--- src/rtl/ecc_inv_pkg.sv ---
package ecc_inv_pkg;

  // Smallest check-bit count P with 2**P >= K + P + 1 (single-error correction).
  function automatic int hm_check_bits(input int k);
    int res;
    res = 8;
    for (int p = 8; p >= 1; p--) begin
      if ((1 << p) >= k + p + 1) res = p;
    end
    return res;
  endfunction

  typedef enum logic [3:0] {
    ST_IDLE,
    ST_WR1,
    ST_RB1,
    ST_CK1,
    ST_WR2,
    ST_RB2,
    ST_CK2,
    ST_RD,
    ST_RDW
  } ctl_state_e;

endpackage

--- src/rtl/ecc_hm_encode.sv ---
module ecc_hm_encode
  import ecc_inv_pkg::*;
#(
  parameter int K = 8,
  localparam int P = hm_check_bits(K),
  localparam int N = K + P
) (
  input  logic [K-1:0] msg,
  output logic [N-1:0] cw
);

  always_comb begin
    logic par;
    int   j;
    cw  = '0;
    j   = 0;
    par = 1'b0;
    // message bits go to positions that are not powers of two
    for (int p = 1; p <= N; p++) begin
      if ((p & (p - 1)) != 0) begin
        cw[p-1] = msg[j];
        j++;
      end
    end
    // check bit i: even parity over positions with bit i of their index set
    for (int i = 0; i < P; i++) begin
      par = 1'b0;
      for (int p = 1; p <= N; p++) begin
        if (((p >> i) & 1) == 1) par = par ^ cw[p-1];
      end
      cw[(1<<i)-1] = par;
    end
  end

endmodule

--- src/rtl/ecc_hm_decode.sv ---
module ecc_hm_decode
  import ecc_inv_pkg::*;
#(
  parameter int K = 8,
  localparam int P = hm_check_bits(K),
  localparam int N = K + P
) (
  input  logic [N-1:0] cw,
  output logic [K-1:0] msg
);

  always_comb begin
    logic [P-1:0] syn;
    logic [N-1:0] fix;
    int           j;
    syn = '0;
    for (int p = 1; p <= N; p++) begin
      if (cw[p-1]) syn = syn ^ P'(p);
    end
    fix = cw;
    if (syn != '0 && int'(syn) <= N) fix[int'(syn)-1] = ~fix[int'(syn)-1];
    msg = '0;
    j   = 0;
    for (int p = 1; p <= N; p++) begin
      if ((p & (p - 1)) != 0) begin
        msg[j] = fix[p-1];
        j++;
      end
    end
  end

endmodule

--- src/rtl/ecc_bit_mismatch.sv ---
module ecc_bit_mismatch #(
  parameter int W = 12,
  localparam int CW = $clog2(W + 1)
) (
  input  logic [W-1:0]  a,
  input  logic [W-1:0]  b,
  output logic [CW-1:0] cnt
);

  always_comb begin
    cnt = '0;
    for (int i = 0; i < W; i++) cnt = cnt + CW'(a[i] ^ b[i]);
  end

endmodule

--- src/rtl/inv_retry_ecc_ctrl.sv ---
module inv_retry_ecc_ctrl
  import ecc_inv_pkg::*;
#(
  parameter int DATA_W     = 8,
  parameter int ADDR_W     = 4,
  parameter bit INTEGRATED = 1'b1,
  parameter int T_CORR     = 1,
  localparam int MSG_W      = DATA_W + (INTEGRATED ? 1 : 0),
  localparam int PAR_W      = hm_check_bits(MSG_W),
  localparam int CW_W       = MSG_W + PAR_W,
  localparam int POL_COPIES = 3,
  localparam int MEM_W      = CW_W + (INTEGRATED ? 0 : POL_COPIES)
) (
  input  logic              clk,
  input  logic              rst_n,
  input  logic              req_valid,
  output logic              req_ready,
  input  logic              req_write,
  input  logic [ADDR_W-1:0] req_addr,
  input  logic [DATA_W-1:0] req_wdata,
  output logic              rsp_done,
  output logic              rsp_fail,
  output logic              rsp_retry,
  output logic [DATA_W-1:0] rsp_rdata,
  output logic              mem_we,
  output logic              mem_re,
  output logic [ADDR_W-1:0] mem_addr,
  output logic [MEM_W-1:0]  mem_wdata,
  input  logic [MEM_W-1:0]  mem_rdata
);

  localparam int CNT_W = $clog2(CW_W + 1);

  ctl_state_e        state;
  logic [ADDR_W-1:0] addr_q;
  logic [DATA_W-1:0] data_q;
  logic              second;
  logic [CW_W-1:0]   img_first;
  logic [CW_W-1:0]   img_second;
  logic [CW_W-1:0]   img_cur;
  logic [MEM_W-1:0]  wr_word;
  logic [DATA_W-1:0] rd_data;
  logic [CNT_W-1:0]  wrong;
  logic              pass;

  assign second  = (state == ST_WR2) || (state == ST_RB2) || (state == ST_CK2);
  assign img_cur = second ? img_second : img_first;

  // polarity placement picks how images are built and how reads are undone
  generate
    if (INTEGRATED) begin : g_integrated
      logic [MSG_W-1:0] msg0, msg1, dmsg;
      assign msg0 = {1'b0, data_q};
      assign msg1 = {1'b1, ~data_q};
      ecc_hm_encode #(.K(MSG_W)) u_enc0 (.msg(msg0), .cw(img_first));
      ecc_hm_encode #(.K(MSG_W)) u_enc1 (.msg(msg1), .cw(img_second));
      assign wr_word = img_cur;
      ecc_hm_decode #(.K(MSG_W)) u_dec (.cw(mem_rdata[CW_W-1:0]), .msg(dmsg));
      assign rd_data = dmsg[DATA_W-1:0] ^ {DATA_W{dmsg[DATA_W]}};
    end else begin : g_separate
      logic [POL_COPIES-1:0] votes;
      logic                  pol;
      logic [CW_W-1:0]       raw;
      ecc_hm_encode #(.K(DATA_W)) u_enc0 (.msg(data_q), .cw(img_first));
      assign img_second = ~img_first;
      assign wr_word    = {{POL_COPIES{second}}, img_cur};
      assign votes      = mem_rdata[MEM_W-1:CW_W];
      assign pol        = ($countones(votes) > (POL_COPIES / 2));
      assign raw        = mem_rdata[CW_W-1:0] ^ {CW_W{pol}};
      ecc_hm_decode #(.K(DATA_W)) u_dec (.cw(raw), .msg(rd_data));
    end
  endgenerate

  ecc_bit_mismatch #(.W(CW_W)) u_cmp (
    .a  (mem_rdata[CW_W-1:0]),
    .b  (img_cur),
    .cnt(wrong)
  );
  assign pass = (wrong <= CNT_W'(T_CORR));

  assign req_ready = (state == ST_IDLE);
  assign mem_we    = (state == ST_WR1) || (state == ST_WR2);
  assign mem_re    = (state == ST_RB1) || (state == ST_RB2) || (state == ST_RD);
  assign mem_addr  = addr_q;
  assign mem_wdata = wr_word;

  always_ff @(posedge clk or negedge rst_n) begin
    if (!rst_n) begin
      state     <= ST_IDLE;
      addr_q    <= '0;
      data_q    <= '0;
      rsp_done  <= 1'b0;
      rsp_fail  <= 1'b0;
      rsp_retry <= 1'b0;
      rsp_rdata <= '0;
    end else begin
      rsp_done <= 1'b0;
      case (state)
        ST_IDLE: begin
          if (req_valid) begin
            addr_q <= req_addr;
            data_q <= req_wdata;
            state  <= req_write ? ST_WR1 : ST_RD;
          end
        end
        ST_WR1: state <= ST_RB1;
        ST_RB1: state <= ST_CK1;
        ST_CK1: begin
          if (pass) begin
            rsp_done  <= 1'b1;
            rsp_fail  <= 1'b0;
            rsp_retry <= 1'b0;
            state     <= ST_IDLE;
          end else begin
            state <= ST_WR2;
          end
        end
        ST_WR2: state <= ST_RB2;
        ST_RB2: state <= ST_CK2;
        ST_CK2: begin
          rsp_done  <= 1'b1;
          rsp_fail  <= ~pass;
          rsp_retry <= 1'b1;
          state     <= ST_IDLE;
        end
        ST_RD:  state <= ST_RDW;
        ST_RDW: begin
          rsp_done  <= 1'b1;
          rsp_fail  <= 1'b0;
          rsp_retry <= 1'b0;
          rsp_rdata <= rd_data;
          state     <= ST_IDLE;
        end
        default: state <= ST_IDLE;
      endcase
    end
  end

endmodule

--- config.mk ---
export PLATFORM = sky130hd
export DESIGN_NAME = inv_retry_ecc_ctrl
export DESIGN_NICKNAME = d
export VERILOG_FILES = /design/src/rtl/ecc_inv_pkg.sv /design/src/rtl/ecc_hm_encode.sv /design/src/rtl/ecc_hm_decode.sv /design/src/rtl/ecc_bit_mismatch.sv /design/src/rtl/inv_retry_ecc_ctrl.sv
export SDC_FILE = /design/constraint.sdc
export NUM_CORES = 1
export LEC_CHECK = 0
export ABC_AREA = 1
export BUFFER_PORTS_ARGS = -buffer_cell sky130_fd_sc_hd__buf_2
export CAP_MARGIN = 30
export CORE_AREA = 10 10 96 98
export CTS_CLUSTER_SIZE = 10
export DETAILED_ROUTE_END_ITERATION = 16
export DIE_AREA = 0 0 106 108
export HOLD_SLACK_MARGIN = 0.15
export PLACE_DENSITY = 0.73
export SLEW_MARGIN = 10
export SYNTH_ARGS = -nofsm -noshare
export SYNTH_HDL_FRONTEND = slang
export SYNTH_HIERARCHICAL = 1
export SYNTH_SLANG_ARGS = --single-unit
--- constraint.sdc ---
create_clock -name clk -period 6.7 [get_ports clk]
set_input_delay 1.34 -clock clk [delete_from_list [all_inputs] [get_ports clk]]
set_output_delay 1.34 -clock clk [all_outputs]
set_load 0.01 [all_outputs]
==> qor.json, run 1 <==
{
  "worst_clock_skew": {"value": 2.03, "unit": "ps"},
  "timing.reg2reg.worst_path_depth": {"value": 24},
  "startpoint_type": {"value": "flip-flop"},
  "arrival": {"value": 5610, "unit": "ps"},
  "detail_route.first_pass.iterations": {"value": 4},
  "max_cap_violations": {"value": 0},
  "clock-root-buffer": {"value": "sky130_fd_sc_hd__clkbuf_8"},
  "hold_class": {"value": "flip-flop to flip-flop"},
  "timing.final.setup_violations": {"value": 0},
  "post_synthesis_cell_area": {"value": 3240, "unit": "µm²"},
  "worst-endpoint-required": {"value": 6860, "unit": "ps"},
  "core_area": {"value": 7450, "unit": "µm²"},
  "worst-slew-pin-transition": {"value": 610, "unit": "ps"},
  "r2r-start": {"value": "data_q[6]$_DFFE_PN0P_"},
  "hp-start": {"value": "mem_addr[2]$_DFFE_PN0P_"},
  "post-route-period-util": {"value": 81.3, "unit": "%"},
  "status": {"value": "finished, final reports clean"},
  "gr-total-overflow": {"value": 0},
  "clock_insertion_delay_worst_skew": {"value": 270, "unit": "ps"},
  "setup_fix_bufs_post_cts": {"value": 0},
  "rsz0062_at_grt": {"value": "false"},
  "crit-reg2reg-capture": {"value": "rsp_fail$_DFFE_PN0P_"},
  "timing.critical_path.depth": {"value": 24},
  "initial_utilization": {"value": 43.5, "unit": "%"},
  "vias": {"value": 3238},
  "worstPathMaxFanout": {"value": 9},
  "hold_depth": {"value": 2},
  "slew_violations": {"value": 0},
  "endpoint_of_the_worst_hold_timing_path": {"value": "mem_addr[2]$_DFFE_PN0P_"},
  "final_common_cell": {"value": "sky130_fd_sc_hd__nand2_1"},
  "areaGrowthSynthToFinish": {"value": 9.07, "unit": "%"},
  "die_h": {"value": 108, "unit": "µm"},
  "cts_made_buffers": {"value": 3},
  "wl_per_cell": {"value": 12.6, "unit": "µm"},
  "crit_path_top_delay_cell": {"value": "sky130_fd_sc_hd__fa_1"},
  "track_usage": {"value": 14.8, "unit": "%"},
  "rows": {"value": 32},
  "critical_path_class": {"value": "flip-flop to flip-flop"},
  "grt_first_pass_wirelength": {"value": 14400, "unit": "µm"},
  "numPortBuffers": {"value": 59},
  "num-nets-final": {"value": 611},
  "critical_path.max_stage_delay": {"value": 560, "unit": "ps"},
  "via_density": {"value": 4.83},
  "final_util": {"value": 47.5, "unit": "%"},
  "tritoncts": {"value": "yes"},
  "ys_warnings": {"value": 6},
  "drt_wl_total": {"value": 8420, "unit": "µm"},
  "htree_num_levels": {"value": 1},
  "final.setup.tns": {"value": 0, "unit": "ps"},
  "remaining_drc_errors": {"value": 0},
  "critical_path.n_buffers_inverters": {"value": 4},
  "timing.critical_path.max_delay_family": {"value": "adder cells"},
  "io_pins": {"value": 60},
  "post_cts_resize_count": {"value": 0},
  "post-route-min-period": {"value": 5450, "unit": "ps"},
  "detail-route-antenna-nets": {"value": 0},
  "gp_congestion": {"value": 0.938},
  "fraction_of_final_layout_cells_with_drive_strength_greater_than_1": {"value": 17.4, "unit": "%"},
  "timing.critical_path.cells": {"value": "inv_1, or2_1, nand2_1, nand2_1, nand2_1, nand2_1, nand2_1, nand3_1, nand2_1, xor2_1, fa_1, fa_1, inv_1, fa_1, fa_1, fa_1, inv_1, fa_1, nor2_1, nand2_1, inv_1, nand2_1, nand3_1, nand2_1"},
  "timing.max_slew.rel_slack": {"value": 59.4, "unit": "%"},
  "clock_transition_at_path_regs": {"value": 90, "unit": "ps"},
  "first_global_vias": {"value": 3162},
  "critPathCaptureType": {"value": "flip-flop"},
  "initialDrtViolationCount": {"value": 129},
  "synthCells": {"value": 527},
  "layout_common_cells": {"value": "210 x sky130_fd_sc_hd__nand2_1, 65 x sky130_fd_sc_hd__nand3_1, 59 x sky130_fd_sc_hd__buf_2, 53 x sky130_fd_sc_hd__inv_1, 27 x sky130_fd_sc_hd__dfrtp_1"},
  "clock.fmax": {"value": 0.184, "unit": "GHz"},
  "maximum_number_of_pins_on_one_net_before_global_route_repair": {"value": 28},
  "hpwl": {"value": 7000, "unit": "µm"},
  "die_area": {"value": 11400, "unit": "µm²"},
  "clockBufferDepth": {"value": 2},
  "die_w": {"value": 106, "unit": "µm"},
  "clkSinkCount": {"value": 27},
  "worst-r2r-setup-slack": {"value": 1250, "unit": "ps"},
  "worst_path_most_repeated_cell": {"value": "sky130_fd_sc_hd__nand2_1"},
  "grt_antenna_before_repair": {"value": 0},
  "antenna_cells": {"value": 0},
  "timing_hold_violations_final": {"value": 0},
  "cts_hold_buf": {"value": 0},
  "synth_area_per_cell": {"value": 6.15, "unit": "µm²"}
}
[registers in the layout, indices dropped and copies added (netlist names)]
| name | count |
|---|---|
| state | 4 |
| mem_addr | 4 |
| rsp_fail | 1 |
| rsp_rdata | 8 |
| rsp_done | 1 |
| rsp_retry | 1 |
| data_q | 8 |
[stage by stage]
step | hold WS [ps] | cell area (µm²) | setup WS, ps | std cells
2_1_floorplan | 505 | 3270 | 1700 | 533
3_3_place_gp | 452 | 3490 | 1410 | 666
3_5_place_dp | 459 | 3490 | 1240 | 666
4_1_cts | 482 | 3540 | 1220 | 670
5_1_grt | 517 | 3540 | 813 | 670
6_report | 478 | 3540 | 1250 | 670
[final cells by class]
class | count | area [µm²]
Fill cell | 804 | 3910
Multi-Input combinational cell | 409 | 2130
Sequential cell | 27 | 676
Timing Repair Buffer | 59 | 295
Inverter | 69 | 259
Tap cell | 102 | 128
Clock buffer | 3 | 41.3
Clock inverter | 1 | 5.00
[worst max-delay path by stage]
stage,endpoint,startpoint
global route,rsp_retry$_DFFE_PN0P_,data_q[6]$_DFFE_PN0P_
finish,rsp_fail$_DFFE_PN0P_,data_q[6]$_DFFE_PN0P_
global placement,rsp_retry$_DFFE_PN0P_,mem_rdata[1]
CTS,rsp_fail$_DFFE_PN0P_,data_q[6]$_DFFE_PN0P_
floorplan,rsp_fail$_DFFE_PN0P_,mem_rdata[0]
detailed placement,rsp_fail$_DFFE_PN0P_,mem_rdata[6]
[worst register-to-register path: stages (launching register included)]
cell,delay [ps]
sky130_fd_sc_hd__dfrtp_1,520
sky130_fd_sc_hd__inv_1,190
sky130_fd_sc_hd__or2_1,280
sky130_fd_sc_hd__nand2_1,70
sky130_fd_sc_hd__nand2_1,60
sky130_fd_sc_hd__nand2_1,70
sky130_fd_sc_hd__nand2_1,50
sky130_fd_sc_hd__nand2_1,60
sky130_fd_sc_hd__nand3_1,70
sky130_fd_sc_hd__nand2_1,150
sky130_fd_sc_hd__xor2_1,240
sky130_fd_sc_hd__fa_1,490
sky130_fd_sc_hd__fa_1,560
sky130_fd_sc_hd__inv_1,60
sky130_fd_sc_hd__fa_1,520
sky130_fd_sc_hd__fa_1,540
sky130_fd_sc_hd__fa_1,430
sky130_fd_sc_hd__inv_1,90
sky130_fd_sc_hd__fa_1,420
sky130_fd_sc_hd__nor2_1,110
sky130_fd_sc_hd__nand2_1,90
sky130_fd_sc_hd__inv_1,60
sky130_fd_sc_hd__nand2_1,70
sky130_fd_sc_hd__nand3_1,90
sky130_fd_sc_hd__nand2_1,60
[metal layers]
metal	vias to the layer above	global-route usage [%]	share of wire, %
li1	1674	-	-
met1	1464	19.4	47
met2	92	25.4	46
met3	8	2.20	5.7
met4	0	3.09	0.76
met5	-	0	0
Power of run 1 is left out: the tool's default activity adds up to more than one toggle a clock period on the data nets, which glitch-free logic cannot reach.
==> run 2: changes to the inputs <==
==> constraint.sdc (replaced) <==
create_clock -name clk -period 5.5 [get_ports clk]
set_input_delay 1.1 -clock clk [delete_from_list [all_inputs] [get_ports clk]]
set_output_delay 1.1 -clock clk [all_outputs]
set_load 0.01 [all_outputs]
==> qor.json, run 2 (synthesis gave the netlist of run 1 again) <==
{
  "status": {"value": "finished, final reports clean"},
  "worst_path_most_repeated_cell": {"value": "sky130_fd_sc_hd__nand2_1"},
  "endpoint_of_the_worst_hold_timing_path": {"value": "mem_addr[3]$_DFFE_PN0P_"},
  "clockBufferDepth": {"value": 2, "change": "unchanged"},
  "final.setup.worst_slack": {"value": 366, "unit": "ps", "change": "-885 ps"},
  "cts_hold_buf": {"value": 0, "change": "unchanged"},
  "io_pins": {"value": 60, "change": "unchanged"},
  "critical_path_class": {"value": "flip-flop to flip-flop"},
  "hold_class": {"value": "flip-flop to flip-flop"},
  "remaining_drc_errors": {"value": 0, "change": "unchanged"},
  "timing.max_slew.rel_slack": {"value": 61.0, "unit": "%", "change": "+1.7 points"},
  "first_global_vias": {"value": 3157, "change": "-0.16%"},
  "cts_made_buffers": {"value": 3, "change": "unchanged"},
  "timing.critical_path.max_delay_family": {"value": "adder cells"},
  "detail-route-antenna-nets": {"value": 0, "change": "unchanged"},
  "final.setup.tns": {"value": 0, "unit": "ps", "change": "unchanged"},
  "timing.final.setup_violations": {"value": 0, "change": "unchanged"},
  "grt_antenna_before_repair": {"value": 0, "change": "unchanged"},
  "crit_path_top_delay_cell": {"value": "sky130_fd_sc_hd__fa_1"},
  "crit-reg2reg-capture": {"value": "rsp_retry$_DFFE_PN0P_"},
  "areaGrowthSynthToFinish": {"value": 10.6, "unit": "%"},
  "antenna_cells": {"value": 0, "change": "unchanged"},
  "core_area": {"value": 7450, "unit": "µm²", "change": "unchanged"},
  "timing.reg2reg.worst_path_depth": {"value": 25, "change": "+4.2%"},
  "worst_clock_skew": {"value": 8.67, "unit": "ps", "change": "+6.64 ps"},
  "clock_transition_at_path_regs": {"value": 90, "unit": "ps", "change": "about the same"},
  "grt_first_pass_wirelength": {"value": 14400, "unit": "µm", "change": "-0.66%"},
  "max_cap_violations": {"value": 0, "change": "unchanged"},
  "maximum_number_of_pins_on_one_net_before_global_route_repair": {"value": 28, "change": "unchanged"},
  "fillers": {"value": 777, "change": "-3.4%"},
  "reg_top3": {"value": "data_q (8), rsp_rdata (8)"},
  "worst-slew-pin-transition": {"value": 585, "unit": "ps", "change": "-25.0 ps"},
  "startpoint_type": {"value": "flip-flop"},
  "track_usage": {"value": 14.6, "unit": "%", "change": "-0.29 points"},
  "layout_common_cells": {"value": "210 x sky130_fd_sc_hd__nand2_1, 65 x sky130_fd_sc_hd__nand3_1, 59 x sky130_fd_sc_hd__buf_2, 52 x sky130_fd_sc_hd__inv_1, 23 x sky130_fd_sc_hd__dfrtp_1"},
  "slew_violations": {"value": 0, "change": "unchanged"},
  "gp_congestion": {"value": 0.914, "change": "-2.6%"},
  "htree_num_levels": {"value": 1, "change": "unchanged"},
  "numPortBuffers": {"value": 59, "change": "unchanged"},
  "critical_path.n_buffers_inverters": {"value": 5, "change": "+1"},
  "arrival": {"value": 5300, "unit": "ps", "change": "-310 ps"},
  "total_cell_area_at_the_placement_stage": {"value": 3510, "unit": "µm²", "change": "+0.43%"},
  "final_common_cell": {"value": "sky130_fd_sc_hd__nand2_1"},
  "rows": {"value": 32, "change": "unchanged"},
  "fraction_of_final_layout_cells_with_drive_strength_greater_than_1": {"value": 19.1, "unit": "%", "change": "+1.6 points"},
  "critical_path.max_stage_delay": {"value": 550, "unit": "ps", "change": "about the same"},
  "clock_insertion_delay_worst_skew": {"value": 270, "unit": "ps", "change": "about the same"},
  "clock.fmax": {"value": 0.195, "unit": "GHz", "change": "+6.1%"},
  "die_h": {"value": 108, "unit": "µm", "change": "unchanged"},
  "die_w": {"value": 106, "unit": "µm", "change": "unchanged"},
  "worstPathMaxFanout": {"value": 7, "change": "-2"},
  "initialDrtViolationCount": {"value": 148, "change": "+15%"},
  "post-route-min-period": {"value": 5130, "unit": "ps", "change": "-315 ps"},
  "detail_route.first_pass.iterations": {"value": 5, "change": "+1"},
  "drt_wl_total": {"value": 8290, "unit": "µm", "change": "-1.5%"},
  "stdcell_area": {"value": 3590, "unit": "µm²", "change": "+1.4%"},
  "hold_depth": {"value": 2, "change": "unchanged"},
  "num-nets-final": {"value": 615, "change": "+0.65%"},
  "initial_utilization": {"value": 43.5, "unit": "%", "change": "unchanged"},
  "r2r-start": {"value": "data_q[6]$_DFFE_PN0P_"},
  "hp-start": {"value": "mem_addr[3]$_DFFE_PN0P_"},
  "critPathCaptureType": {"value": "flip-flop"},
  "via_density": {"value": 4.89, "change": "+1.3%"},
  "post-route-period-util": {"value": 93.3, "unit": "%", "change": "+12 points"},
  "vias": {"value": 3299, "change": "+1.9%"},
  "clkSinkCount": {"value": 27, "change": "unchanged"},
  "timing_hold_violations_final": {"value": 0, "change": "unchanged"},
  "wl_per_cell": {"value": 12.3, "unit": "µm", "change": "-2.1%"},
  "fin_hold_ws": {"value": 477, "unit": "ps", "change": "-0.564 ps"},
  "gr-total-overflow": {"value": 0, "change": "unchanged"},
  "clock-root-buffer": {"value": "sky130_fd_sc_hd__clkbuf_8"},
  "detailedPlace.worstSlack": {"value": 260, "unit": "ps", "change": "-980 ps"},
  "die_area": {"value": 11400, "unit": "µm²", "change": "unchanged"},
  "hpwl": {"value": 6670, "unit": "µm", "change": "-4.7%"},
  "worst-r2r-setup-slack": {"value": 370, "unit": "ps", "change": "-880 ps"},
  "worst-endpoint-required": {"value": 5670, "unit": "ps", "change": "-1190 ps"},
  "tritoncts": {"value": "yes"}
}
==> run 2: worst max-delay path by stage <==
stage / startpoint / to / slack, ps / depth (start not counted)
after global routing: data_q[6]$_DFFE_PN0P_ / rsp_fail$_DFFE_PN0P_ / -8 / 24
after floorplan: data_q[6]$_DFFE_PN0P_ / rsp_fail$_DFFE_PN0P_ / 550 / 24
after CTS: data_q[6]$_DFFE_PN0P_ / rsp_retry$_DFFE_PN0P_ / 260 / 24
final: data_q[6]$_DFFE_PN0P_ / rsp_retry$_DFFE_PN0P_ / 370 / 25
after detailed placement: data_q[6]$_DFFE_PN0P_ / rsp_retry$_DFFE_PN0P_ / 260 / 24
after global placement: data_q[6]$_DFFE_PN0P_ / rsp_retry$_DFFE_PN0P_ / 430 / 24
==> run 2: repair_timing <==
action	4_1_cts	5_1_grt
resized for setup	0	7
buffers inserted	0	2
hold endpoints to repair	0	0
endpoints found under the setup margin	0	4
==> run 2: layout make-up <==
class                      count  area [µm²]  area share [%]
inverter                      69         259            7.22
tap                          102         128            3.56
multi-input combinational    409        2150            59.9
clock buffer                   4        45.0            1.26
sequential                    27         681            19.0
timing repair buffer          63         325            9.07
==> run 2: worst reg2reg max path: stages, from the launching register on <==
cell	delay, ps
sky130_fd_sc_hd__dfrtp_2	460
sky130_fd_sc_hd__inv_1	190
sky130_fd_sc_hd__inv_1	90
sky130_fd_sc_hd__nand2_1	80
sky130_fd_sc_hd__nand2_1	50
sky130_fd_sc_hd__nand2_1	50
sky130_fd_sc_hd__nand2_1	40
sky130_fd_sc_hd__nand2_1	50
sky130_fd_sc_hd__nand2_1	50
sky130_fd_sc_hd__nand3_1	70
sky130_fd_sc_hd__nand2_1	120
sky130_fd_sc_hd__xor2_2	210
sky130_fd_sc_hd__fa_1	510
sky130_fd_sc_hd__fa_1	550
sky130_fd_sc_hd__inv_1	50
sky130_fd_sc_hd__fa_1	500
sky130_fd_sc_hd__fa_1	520
sky130_fd_sc_hd__fa_1	440
sky130_fd_sc_hd__inv_1	90
sky130_fd_sc_hd__fa_1	420
sky130_fd_sc_hd__nor2_1	110
sky130_fd_sc_hd__nand2_1	90
sky130_fd_sc_hd__inv_1	60
sky130_fd_sc_hd__nand2_1	80
sky130_fd_sc_hd__nand3_1	90
sky130_fd_sc_hd__nand2_1	50
==> run 2: per-layer routing <==
layer,vias up,GRT usage (%),share of wire [%]
met5,-,0,0
met2,132,23.7,45
met4,0,3.97,1.3
met1,1477,19.5,47
li1,1679,-,-
met3,11,2.56,6.7
==> run 2: through the flow <==
| step | utilization (%) | instances |
|---|---|---|
| final | 48.2 | 674 |
| after global routing | 48.2 | 674 |
| after CTS | 47.7 | 672 |
| after detailed placement | 47.1 | 668 |
| after global placement | 47.1 | 668 |
| after floorplan | - | 533 |
Power of run 2 is left out for the same reason.
==> run 3: changes to the inputs <==
--- a/config.mk
+++ b/config.mk
@@ -12,8 +12,10 @@
 export CTS_CLUSTER_SIZE = 10
 export DETAILED_ROUTE_END_ITERATION = 16
 export DIE_AREA = 0 0 106 108
+export GPL_ROUTABILITY_DRIVEN = 1
 export HOLD_SLACK_MARGIN = 0.15
 export PLACE_DENSITY = 0.73
+export REMOVE_ABC_BUFFERS = 1
 export SLEW_MARGIN = 10
 export SYNTH_ARGS = -nofsm -noshare
 export SYNTH_HDL_FRONTEND = slang
==> qor.json, run 3 (synthesis gave the netlist of run 1 again) <==
{
  "r2r-start": {"value": "data_q[6]$_DFFE_PN0P_"},
  "arrival": {"value": 5260, "unit": "ps", "change": "-40 ps"},
  "fraction_of_final_layout_cells_with_drive_strength_greater_than_1": {"value": 18.6, "unit": "%", "change": "-0.49 points"},
  "gp_congestion": {"value": 0.895, "change": "-2.1%"},
  "track_usage": {"value": 14.5, "unit": "%", "change": "-0.046 points"},
  "worst-slew-pin-transition": {"value": 595, "unit": "ps", "change": "+10.5 ps"},
  "layout_common_cells": {"value": "210 x sky130_fd_sc_hd__nand2_1, 65 x sky130_fd_sc_hd__nand3_1, 59 x sky130_fd_sc_hd__buf_2, 52 x sky130_fd_sc_hd__inv_1, 23 x sky130_fd_sc_hd__dfrtp_1"},
  "die_w": {"value": 106, "unit": "µm", "change": "unchanged"},
  "hold_class": {"value": "flip-flop to flip-flop"},
  "post-route-min-period": {"value": 5100, "unit": "ps", "change": "-35.4 ps"},
  "hp-start": {"value": "mem_addr[0]$_DFFE_PN0P_"},
  "fillers": {"value": 787, "change": "+1.3%"},
  "initial_utilization": {"value": 43.5, "unit": "%", "change": "unchanged"},
  "critPathCaptureType": {"value": "flip-flop"},
  "rows": {"value": 32, "change": "unchanged"},
  "via_density": {"value": 4.80, "change": "-1.9%"},
  "grtUsageMet1": {"value": 18.8, "unit": "%", "change": "-0.65 points"},
  "antenna_cells": {"value": 0, "change": "unchanged"},
  "multi_input_area": {"value": 2130, "unit": "µm²", "change": "-0.70%"},
  "die_h": {"value": 108, "unit": "µm", "change": "unchanged"},
  "worst-r2r-setup-slack": {"value": 400, "unit": "ps", "change": "+40 ps"},
  "htree_num_levels": {"value": 1, "change": "unchanged"},
  "maximum_number_of_pins_on_one_net_before_global_route_repair": {"value": 28, "change": "unchanged"},
  "reg_top3": {"value": "data_q (8), rsp_rdata (8)"},
  "die_area": {"value": 11400, "unit": "µm²", "change": "unchanged"},
  "clkSinkCount": {"value": 27, "change": "unchanged"},
  "clock.fmax": {"value": 0.196, "unit": "GHz", "change": "+0.69%"},
  "max_cap_violations": {"value": 0, "change": "unchanged"},
  "cts_made_buffers": {"value": 3, "change": "unchanged"},
  "slew_violations": {"value": 0, "change": "unchanged"},
  "tritoncts": {"value": "yes"},
  "timing_hold_violations_final": {"value": 0, "change": "unchanged"},
  "crit-reg2reg-capture": {"value": "rsp_fail$_DFFE_PN0P_"},
  "startpoint_type": {"value": "flip-flop"},
  "worstPathMaxFanout": {"value": 7, "change": "unchanged"},
  "grt_first_pass_wirelength": {"value": 14200, "unit": "µm", "change": "-1.2%"},
  "num-nets-final": {"value": 614, "change": "-0.16%"},
  "detail_route.first_pass.iterations": {"value": 4, "change": "-1"},
  "detail-route-antenna-nets": {"value": 0, "change": "unchanged"},
  "timing.reg2reg.worst_path_depth": {"value": 24, "change": "-4.0%"},
  "endpoint_of_the_worst_hold_timing_path": {"value": "mem_addr[0]$_DFFE_PN0P_"},
  "worst-endpoint-required": {"value": 5670, "unit": "ps", "change": "about the same"},
  "post-route-period-util": {"value": 92.7, "unit": "%", "change": "-0.64 points"},
  "grt_peak_use_layer": {"value": "met2"},
  "grt_use_met3": {"value": 2.44, "unit": "%", "change": "-0.12 points"},
  "rsz0062_at_grt": {"value": "false"},
  "final.setup.tns": {"value": 0, "unit": "ps", "change": "unchanged"},
  "cts_hold_buf": {"value": 0, "change": "unchanged"},
  "areaGrowthSynthToFinish": {"value": 9.88, "unit": "%"},
  "timing.max_slew.rel_slack": {"value": 60.3, "unit": "%", "change": "-0.70 points"},
  "clock_insertion_delay_worst_skew": {"value": 270, "unit": "ps", "change": "about the same"},
  "grt_antenna_before_repair": {"value": 0, "change": "unchanged"},
  "critical_path_class": {"value": "flip-flop to flip-flop"},
  "initialDrtViolationCount": {"value": 166, "change": "+12%"},
  "core_area": {"value": 7450, "unit": "µm²", "change": "unchanged"},
  "gr-usage-met2": {"value": 24.5, "unit": "%", "change": "+0.80 points"},
  "wl_per_cell": {"value": 12.3, "unit": "µm", "change": "about the same"},
  "clockBufferDepth": {"value": 2, "change": "unchanged"},
  "clock-root-buffer": {"value": "sky130_fd_sc_hd__clkbuf_8"},
  "timing.final.setup_violations": {"value": 0, "change": "unchanged"},
  "hpwl": {"value": 6850, "unit": "µm", "change": "+2.7%"},
  "numPortBuffers": {"value": 59, "change": "unchanged"},
  "worst_clock_skew": {"value": 8.69, "unit": "ps", "change": "+0.0132 ps"},
  "final_common_cell": {"value": "sky130_fd_sc_hd__nand2_1"},
  "clock_transition_at_path_regs": {"value": 90, "unit": "ps", "change": "about the same"},
  "status": {"value": "finished, final reports clean"},
  "remaining_drc_errors": {"value": 0, "change": "unchanged"},
  "hold_depth": {"value": 2, "change": "unchanged"},
  "drt_wl_total": {"value": 8280, "unit": "µm", "change": "-0.12%"},
  "io_pins": {"value": 60, "change": "unchanged"},
  "first_global_vias": {"value": 3170, "change": "+0.41%"},
  "gr-total-overflow": {"value": 0, "change": "unchanged"},
  "seq_area": {"value": 681, "unit": "µm²", "change": "unchanged"},
  "vias": {"value": 3230, "change": "-2.1%"}
}
[run 3: cell count changes in the layout (fill, tap and decap cells not counted)]
cell / delta
sky130_fd_sc_hd__xor2_1: +2
sky130_fd_sc_hd__buf_4: -1
sky130_fd_sc_hd__xor2_2: -2
[run 3: final cells by class]
class / instances / area share (%)
Multi-Input combinational cell: 409 / 59.9
Sequential cell: 27 / 19.1
Timing Repair Buffer: 62 / 8.92
Inverter: 69 / 7.27
Tap cell: 102 / 3.58
Clock buffer: 4 / 1.26
[run 3: per-stage QoR]
stage	hold slack [ps]	setup WS (ps)	cell area [µm²]	utilization (%)	instances
floorplan	506	537	3070	-	505
global placement	453	364	3510	47.1	668
global route	518	11.8	3560	47.8	673
finish	489	402	3560	47.8	673
CTS	487	211	3550	47.7	672
detailed placement	463	255	3510	47.1	668
[run 3: how the worst max path moves through the flow]
stage | slack (ps) | to | start
floorplan | 540 | rsp_fail$_DFFE_PN0P_ | data_q[6]$_DFFE_PN0P_
global placement | 360 | rsp_retry$_DFFE_PN0P_ | data_q[6]$_DFFE_PN0P_
detailed placement | 250 | rsp_fail$_DFFE_PN0P_ | data_q[6]$_DFFE_PN0P_
CTS | 210 | rsp_fail$_DFFE_PN0P_ | data_q[6]$_DFFE_PN0P_
global route | 10 | rsp_fail$_DFFE_PN0P_ | data_q[4]$_DFFE_PN0P_
finish | 400 | rsp_fail$_DFFE_PN0P_ | data_q[6]$_DFFE_PN0P_
[run 3: critical path, cell delays in order (launching register included)]
cell and delay (ps):
sky130_fd_sc_hd__dfrtp_2 410, sky130_fd_sc_hd__inv_1 120, sky130_fd_sc_hd__or2_1 260, sky130_fd_sc_hd__nand2_1 70, sky130_fd_sc_hd__nand2_1 70, sky130_fd_sc_hd__nand2_1 60, sky130_fd_sc_hd__nand2_1 40, sky130_fd_sc_hd__nand2_1 60
sky130_fd_sc_hd__nand3_1 70, sky130_fd_sc_hd__nand2_1 110, sky130_fd_sc_hd__xor2_1 200, sky130_fd_sc_hd__fa_1 470, sky130_fd_sc_hd__fa_1 550, sky130_fd_sc_hd__inv_1 60, sky130_fd_sc_hd__fa_1 520, sky130_fd_sc_hd__fa_1 520
sky130_fd_sc_hd__fa_1 420, sky130_fd_sc_hd__inv_1 100, sky130_fd_sc_hd__fa_1 420, sky130_fd_sc_hd__nor2_1 110, sky130_fd_sc_hd__nand2_1 80, sky130_fd_sc_hd__inv_1 60, sky130_fd_sc_hd__nand2_1 70, sky130_fd_sc_hd__nand3_1 90
sky130_fd_sc_hd__nand2_1 50
[run 3: what timing repair did]
item	4_1_cts	5_1_grt
gates resized for setup	0	5
setup endpoints to repair	0	4
buffers inserted	0	1
[run 3: metal layers]
layer | share of wire, % | vias up
met2 | 45 | 91
li1 | - | 1680
met5 | 0 | -
met4 | 1.5 | 0
met1 | 47 | 1449
met3 | 6.3 | 10
Power of run 3 is left out for the same reason.
